## config.mk

```make
export PLATFORM = sky130hd
export DESIGN_NAME = carrier_detect_qual
export DESIGN_NICKNAME = d
export VERILOG_FILES = /design/src/rtl/cdq_pkg.sv /design/src/rtl/cdq_input_sync.sv /design/src/rtl/cdq_gap_timer.sv /design/src/rtl/cdq_lock_fsm.sv /design/src/rtl/carrier_detect_qual.sv
export SDC_FILE = /design/constraint.sdc
export NUM_CORES = 1
export LEC_CHECK = 0
export BUFFER_PORTS_ARGS = -buffer_cell sky130_fd_sc_hd__buf_2
export CORE_MARGIN = 8
export CORE_UTILIZATION = 60
export CTS_BUF_LIST = sky130_fd_sc_hd__clkbuf_8
export CTS_CLUSTER_DIAMETER = 200
export DETAILED_ROUTE_END_ITERATION = 6
export GPL_TIMING_DRIVEN = 0
export HOLD_SLACK_MARGIN = 0.1
export PLACE_DENSITY = 0.79
export SETUP_SLACK_MARGIN = 0.02
export SLEW_MARGIN = 30
export SYNTH_ARGS = -nofsm -noshare
export SYNTH_HDL_FRONTEND = slang
export SYNTH_SLANG_ARGS = --single-unit
```

## constraint.sdc

```tcl
create_clock -name clk -period 2.5 [get_ports clk]
set_input_delay 0.125 -clock clk [delete_from_list [all_inputs] [get_ports clk]]
set_output_delay 0.125 -clock clk [all_outputs]
set_load 0.005 [all_outputs]
```

## src/rtl/cdq_pkg.sv

```systemverilog
`timescale 1ns/1ps
package cdq_pkg;

    typedef enum logic {
        CD_SEARCH = 1'b0,
        CD_LOCKED = 1'b1
    } cd_state_e;

    // Events handed from the front end to the qualifier FSM
    typedef struct packed {
        logic rise;   // one synchronised rising edge of the comparator
        logic stale;  // hold window has run out since the last edge
    } cdq_evt_t;

    localparam int unsigned DEF_CLK_HZ  = 460800;
    localparam int unsigned DEF_HOLD_US = 2500;
    localparam int unsigned DEF_PULSES  = 4;
    localparam int unsigned DEF_SYNC    = 2;

    // Number of clock cycles in a window given in microseconds
    function automatic int unsigned clocks_in(input longint unsigned hz,
                                              input longint unsigned us);
        longint unsigned prod;
        prod = (hz * us) / 64'd1000000;
        return int'(prod);
    endfunction

endpackage

```

## src/rtl/cdq_input_sync.sv

```systemverilog
`timescale 1ns/1ps
module cdq_input_sync #(
    parameter int unsigned SYNC_STAGES = 2
) (
    input  logic clk,
    input  logic rst,
    input  logic cmp_i,
    output logic rise_o
);
    logic [SYNC_STAGES-1:0] stage_q;
    logic [SYNC_STAGES-1:0] stage_d;
    logic                   prev_q;

    generate
        if (SYNC_STAGES == 1) begin : g_single
            assign stage_d = cmp_i;
        end else begin : g_chain
            assign stage_d = {stage_q[SYNC_STAGES-2:0], cmp_i};
        end
    endgenerate

    always_ff @(posedge clk) begin
        if (rst) begin
            stage_q <= '0;
            prev_q  <= 1'b0;
        end else begin
            stage_q <= stage_d;
            prev_q  <= stage_q[SYNC_STAGES-1];
        end
    end

    assign rise_o = stage_q[SYNC_STAGES-1] & ~prev_q;

endmodule

```

## src/rtl/cdq_gap_timer.sv

```systemverilog
`timescale 1ns/1ps
module cdq_gap_timer #(
    parameter int unsigned GAP_LIMIT = 1152
) (
    input  logic clk,
    input  logic rst,
    input  logic rise_i,
    output logic stale_o
);
    localparam int unsigned GW = $clog2(GAP_LIMIT + 1);
    localparam logic [GW-1:0] LIMIT = GW'(GAP_LIMIT);

    // Cycles elapsed since the last edge, counting the edge's own cycle;
    // saturates at LIMIT, which also stands for "no recent edge".
    logic [GW-1:0] gap_q;

    always_ff @(posedge clk) begin
        if (rst) begin
            gap_q <= LIMIT;
        end else if (rise_i) begin
            gap_q <= GW'(1);
        end else if (gap_q < LIMIT) begin
            gap_q <= gap_q + GW'(1);
        end
    end

    assign stale_o = (gap_q >= LIMIT);

endmodule

```

## src/rtl/cdq_lock_fsm.sv

```systemverilog
`timescale 1ns/1ps
module cdq_lock_fsm
    import cdq_pkg::*;
#(
    parameter int unsigned PULSES_NEEDED = 4,
    localparam int unsigned CW = $clog2(PULSES_NEEDED + 1)
) (
    input  logic          clk,
    input  logic          rst,
    input  logic          rts_n,
    input  cdq_evt_t      evt_i,
    output logic [CW-1:0] cnt_o,
    output logic          cd_o
);
    localparam logic [CW-1:0] LAST = CW'(PULSES_NEEDED - 1);
    localparam logic [CW-1:0] FULL = CW'(PULSES_NEEDED);

    cd_state_e     state_q, state_d;
    logic [CW-1:0] cnt_q, cnt_d;

    always_comb begin
        state_d = state_q;
        cnt_d   = cnt_q;
        if (!rts_n) begin
            state_d = CD_SEARCH;
            cnt_d   = '0;
        end else if (evt_i.stale) begin
            // window lapsed: drop and restart; a late edge opens a new run
            state_d = CD_SEARCH;
            cnt_d   = evt_i.rise ? CW'(1) : '0;
        end else if (evt_i.rise && state_q == CD_SEARCH) begin
            if (cnt_q == LAST) begin
                state_d = CD_LOCKED;
                cnt_d   = FULL;
            end else begin
                cnt_d = cnt_q + CW'(1);
            end
        end
    end

    always_ff @(posedge clk) begin
        if (rst) begin
            state_q <= CD_SEARCH;
            cnt_q   <= '0;
        end else begin
            state_q <= state_d;
            cnt_q   <= cnt_d;
        end
    end

    assign cnt_o = cnt_q;
    assign cd_o  = (state_q == CD_LOCKED);

endmodule

```

## src/rtl/carrier_detect_qual.sv

```systemverilog
`timescale 1ns/1ps
module carrier_detect_qual
    import cdq_pkg::*;
#(
    parameter int unsigned CLK_HZ        = DEF_CLK_HZ,
    parameter int unsigned HOLD_US       = DEF_HOLD_US,
    parameter int unsigned GAP_LIMIT     = clocks_in(CLK_HZ, HOLD_US),
    parameter int unsigned PULSES_NEEDED = DEF_PULSES,
    parameter int unsigned SYNC_STAGES   = DEF_SYNC
) (
    input  logic clk,
    input  logic rst,
    input  logic rts_n,
    input  logic cmp_i,
    output logic cd_o
);
    localparam int unsigned CNT_W = $clog2(PULSES_NEEDED + 1);

    logic             rise_w;
    logic             stale_w;
    logic [CNT_W-1:0] pulse_cnt_w;
    cdq_evt_t         evt_w;

    cdq_input_sync #(.SYNC_STAGES(SYNC_STAGES)) u_sync (
        .clk    (clk),
        .rst    (rst),
        .cmp_i  (cmp_i),
        .rise_o (rise_w)
    );

    cdq_gap_timer #(.GAP_LIMIT(GAP_LIMIT)) u_gap (
        .clk     (clk),
        .rst     (rst),
        .rise_i  (rise_w),
        .stale_o (stale_w)
    );

    assign evt_w.rise  = rise_w;
    assign evt_w.stale = stale_w;

    cdq_lock_fsm #(.PULSES_NEEDED(PULSES_NEEDED)) u_fsm (
        .clk   (clk),
        .rst   (rst),
        .rts_n (rts_n),
        .evt_i (evt_w),
        .cnt_o (pulse_cnt_w),
        .cd_o  (cd_o)
    );

endmodule

```

# [Yosys cells after proc, flatten, opt, wreduce, memory -nomap -nowiden]
# Index checks and enable logic that the tools add are counted.
[totals] ff_bits=18 input_bits=4 output_inout_bits=1 word_cells=28
[classes] add_sub_neg=2 magnitude_cmp=2 eq_ne=1 mux=6 n_bitwise=4 n_reduce_logical=7
[op_table] cell="two-way mux 11 bit" n=2
[op_table] cell="adder 11 x 1 -> 11 bit (second input constant)" n=1
[op_table] cell=">= comparator 11 bit (second input constant)" n=1
[op_table] cell="< comparator 11 bit (second input constant)" n=1
[op_table] cell="two-way mux 3 bit" n=3
[op_table] cell="nonzero test 2 bit" n=2
[op_table] cell="OR reduction 2 bit" n=2
[op_table] cell="adder 3 x 1 -> 3 bit (second input constant)" n=1
[op_table] cell="== test 3 x 2 -> 1 bit (second input constant)" n=1
[op_table] cell="inverter 1 bit" n=3
[op_table] cell="OR reduction 3 bit" n=1
[op_table] cell="AND reduction 2 bit" n=1
[op_table] cell="bitwise AND 1 bit" n=1
[op_table] cell="logical AND 1 bit" n=1
[op_table] cell="two-way mux 1 bit" n=1

# [Logic depth before layout (Yosys ltp)]
[logic_depth] ltp_word=5 mapped_depth=4 ltp_nobuf=4

# [Cells and area by module]
# A second synthesis with hierarchy kept.
[unflattened] hier_cells=92 area_unflattened_um2=833.3
[by_module_without_submodules] module="cdq_gap_timer" instances=1 cells_per_inst=64 area_per_inst_um2=549.3 seq_area_each_um2=220.2
[by_module_without_submodules] module="cdq_lock_fsm" instances=1 cells_per_inst=21 area_per_inst_um2=196.4 seq_area_each_um2=80.1
[by_module_without_submodules] module="cdq_input_sync" instances=1 cells_per_inst=7 area_per_inst_um2=87.6 seq_area_each_um2=60.1

# [Least setup slack after synthesis]
# Ideal clock, no wire load.
[synth_timing] path_kind="register to register" startpoint="register u_gap.gap_q[9]" endpoint="register u_gap.gap_q[9]" setup_ns=0.072 arrival_ns=1.254 required_ns=2.428 slack_ns=1.174 path_stages_with_launch=5 n_path_buf=1 synth_period_minus_slack_ns=1.326 path_cell_list="dfxtp_1 > o31a_1 > buf_4 > nor4_2 > mux2i_1"
[synth_between] elab_chain_cells=1 elab_cells_between_ends=2 cone_classes="add/sub: 1; order compare: 1"
[synth_rtl] item="from (decl)" line="cdq_gap_timer.sv:15" text="logic [GW-1:0] gap_q;"
[synth_rtl] item="from (signal assigned)" line="cdq_gap_timer.sv:23" text="gap_q <= gap_q + GW'(1);"
[synth_rtl] item="adder 11 x 1 -> 11 bit / < comparator 11 bit (equally long branches)" line="cdq_gap_timer.sv:23, cdq_gap_timer.sv:22"
# Several ways; a longest one is shown, not always the timed one.
# A chain may end at the register's enable or synchronous reset.

# [Worst setup path after layout]
[layout_timing] startpoint="register u_gap.gap_q[9]" endpoint="register u_fsm.cnt_q[0], in the netlist u_fsm.cnt_o[0]"
[layout_between] elab_chain_cells=2 elab_cells_between_ends=3 cone_classes="order compare: 1; mux: 1; reduce/logical: 1"
[layout_rtl] item=">= comparator 11 bit *" line="cdq_gap_timer.sv:27" text="assign stale_o = (gap_q >= LIMIT);"
[layout_rtl] item="two-way mux 3 bit / nonzero test 2 bit (equally long branches)"
[layout_rtl] item="to (signal assigned)" line="cdq_lock_fsm.sv:47" text="cnt_q <= cnt_d;"
[layout_rtl] item="to (decl)" line="cdq_lock_fsm.sv:19" text="logic [CW-1:0] cnt_q, cnt_d;"
# Mark *: on every way between the ends. The rest lies on a longest branch, timed or not.

==> summary.txt <==
Outcome
  • Outcome: completed

Synthesis
  • Top cell type's share of synthesized area: 42.9%
  • Cells after Synth: 94
  • Synth Flop Type: dfxtp_1
  • Post-synth ARST share: 0%
  • Distinct cells, synth: 29
  • #FFs+latches synth: 18
  • Syn_nets: 102
  • Seq/Total Area, Yosys: 42.9%
  • Synth warn: 0
  • Area leader, netlist: dfxtp_1
  • Syn Std Cell Area: 840 µm²
  • Post-synth EDFFs: 0
  • Syn Area/Cell: 8.93 µm²
  • Synth area leaders: dfxtp_1, ha_1, a21oi_1, or3_1, nand3_1

Floorplanning
  • Die area: 2850 µm²
  • Die Wd: 53.4 µm
  • Die height: 53.4 µm
  • Rows: 13
  • CORE AREA: 1300 µm²
  • Top-Level Pins: 5
  • Initial Utilization: 64.5%

Timing
  • Final setup fails: 0
  • Total negative setup slack: 0 ns
  • Post-layout min period: 1.51 ns
  • Final hold vios: 0
  • Slew headroom: 53.3%
  • Tightest Pin Transition: 0.695 ns
  • RSZ-0062 raised after global routing: no
  • Pins Over Slew Limit: 0
  • Peak Freq: 0.663 GHz
  • Clock skew: 0.00111 ns
  • Period utilization: 60.3%

Critical path
  • Critical path capture point type: flip-flop
  • Max FO, Critical Path: 5
  • Worst Path Required: 2.64 ns
  • Capture point of the critical path: u_fsm.cnt_o[0]
  • R2R Setup Slk: 0.99 ns
  • Crit path DAT: 1.65 ns
  • CP Launch Type: flip-flop
  • WS Path Type: reg -> reg
  • RR Startpoint: u_gap.gap_q[9]
  • Slowest CP cell: o31ai_1
  • R2r endpoint: u_fsm.cnt_o[0]
  • CP bufs+invs: 0
  • Cell Chain, Critical Path: o31ai_1 > nor2_1 > o311a_1
  • Worst Reg2Reg Path Length in Cells: 3
  • CP max stage delay: 0.63 ns
  • Delay-heaviest family, CP: compound AO/OA/AOI/OAI gates
  • WP depth: 3
  • Worst Setup SP: u_gap.gap_q[9]

Layout
  • Most common cell after layout, fill and taps aside: dfxtp_1
  • N_diodes: 0
  • Leading cell types in the layout, fill and taps excluded: dfxtp_1, a21oi_1, nand3_1
  • Nets@finish: 111
  • Area grow syn2layout: 9.54%
  • Share of layout cells above drive strength 1: 8.91%

Clocking
  • Hold_buf cts: 0
  • Setup bufs post-CTS: 0
  • Total CTS buffers: 3
  • Total clock sinks: 18
  • Post-cts sizing count: 0
  • Root buf cell: clkbuf_8
  • Worst-Skew Late Latency: 0.25 ns
  • H-tree depth: 1
  • Clock slew seen by the registers of the worst setup and hold paths: 0.06 ns
  • Max Buffers Root-to-Sink: 2
  • CTS tree: yes

Power
  • Switching share of power: 21.6%
  • Sequential power share: 56.5%
  • Leakage Power: 0.335 nW
  • P_int: 0.413 mW
  • PwrDens: 573 nW/µm²
  • Switching power: 0.114 mW
  • Overall Power: 0.527 mW
  • Comb pwr share: 6.5%
  • Clk pwr share: 37.0%
  • Maximum vdd drop: 0.000468 V

GRT
  • Pin count of the biggest net entering global routing: 11
  • First-pass GRT wire length: 2930 µm
  • Vias in the first global route: 624
  • Total GRT Usage: 13.9%
  • Initial antenna violation count: 0
  • Total gr overflow: 0

Hold path
  • Worst Hold Launch: cmp_i
  • Hold Path Class: in -> reg

Drt
  • Vias per inst: 6.18
  • Vias: 717
  • Wirelength, routed: 1730 µm
  • Routed Antenna Nets: 0
  • DRC violations left: 0
  • DR WL/cell: 14.9 µm
  • 1st-pass router iterations: 4
  • DRT iter0 DRCs: 27

Job
  • Max Cap Viol: 0

Placed design
  • RePlAce Congestion: 0.769
  • Dpl hpwl: 1240 µm
  • PortBufs: 4
per-layer routing:
layer | share of wire, % | routed length, µm | vias up | global-route usage (%)
li1 | - | - | 360 | -
met1 | 47 | 805 | 332 | 17.6
met2 | 47 | 820 | 21 | 21.5
met3 | 4.3 | 75 | 4 | 3.36
met4 | 1.5 | 26 | 0 | 6.30
met5 | 0 | 0 | - | 0
worst min path at each step:
| stage | to | slack [ns] | depth (start not counted) |
|---|---|---|---|
| after floorplan | u_gap.gap_q[0] | 0.19 | 1 |
| after global placement | u_sync.stage_q[0] | 0.34 | 2 |
| final | u_sync.stage_q[0] | 0.13 | 2 |
| after CTS | u_fsm.cnt_o[0] | 0.13 | 2 |
| after detailed placement | u_fsm.cnt_o[0] | 0.39 | 2 |
| after global routing | u_sync.stage_q[0] | 0.13 | 2 |
Yosys cell counts, types with 3 or more instances:
cell type  count
nor2_1         3
dfxtp_1       18
ha_1           4
nand3_1        7
o31ai_1        4
a21oi_1        9
or3_1          6
nor2b_1        4
nand2_1        6
o21ai_0        4
inv_1          6
logic make-up after synthesis:
kind of cell | after synthesis | share of synthesized area, %
AO/OA/AOI/OAI | 23 | 17.3
XOR/XNOR | 1 | 1.04
adder cells (fa/ha/maj) | 4 | 5.96
buffers and inverters | 8 | 4.02
flip-flops | 18 | 42.9
multiplexers | 2 | 2.38
AND/OR/NAND/NOR | 38 | 26.4
registers in the layout, summed over array words and instances (netlist names):
signal          flops
u_sync.stage_q      2
u_fsm.cd_o          1
u_fsm.cnt_o         3
u_gap.gap_q        11
u_sync.prev_q       1
worst register-to-register path, stage by stage (launching register included):
cell and delay [ns]:
dfxtp_1 0.35, o31ai_1 0.63, nor2_1 0.08, o311a_1 0.34
through the flow:
| step | cells | utilization (%) | hold slack [ns] | area, µm² | setup slack, ns |
|---|---|---|---|---|---|
| finish | 116 | 70.7 | 0.135 | 920 | 0.992 |
| floorplan | 94 | - | 0.194 | 840 | 1.17 |
| detailed placement | 113 | 67.5 | 0.395 | 878 | 1.02 |
| global placement | 113 | 67.5 | 0.340 | 878 | 0.975 |
| global route | 116 | 70.7 | 0.125 | 920 | 0.844 |
| CTS | 116 | 70.7 | 0.132 | 920 | 0.998 |
power by group through the flow:
stage / Sequential (mW) / Combinational (mW) / Clock [mW]
2_1_floorplan: 0.302 / 0.0241 / 0
3_3_place_gp: 0.303 / 0.0328 / 0
3_5_place_dp: 0.304 / 0.0341 / 0
4_1_cts: 0.297 / 0.0343 / 0.200
5_1_grt: 0.298 / 0.0383 / 0.216
6_report: 0.297 / 0.0345 / 0.195
cell type report:
cell class / count / area, µm²
clock buffers: 3 / 41.3
inverters: 6 / 22.5
well taps: 15 / 18.8
plain buffers: 2 / 11.3
fillers: 104 / 382
flip-flops and latches: 18 / 360
multi-input cells: 68 / 445
repair buffers: 4 / 20.0
Power figures use the tool's default switching activity.
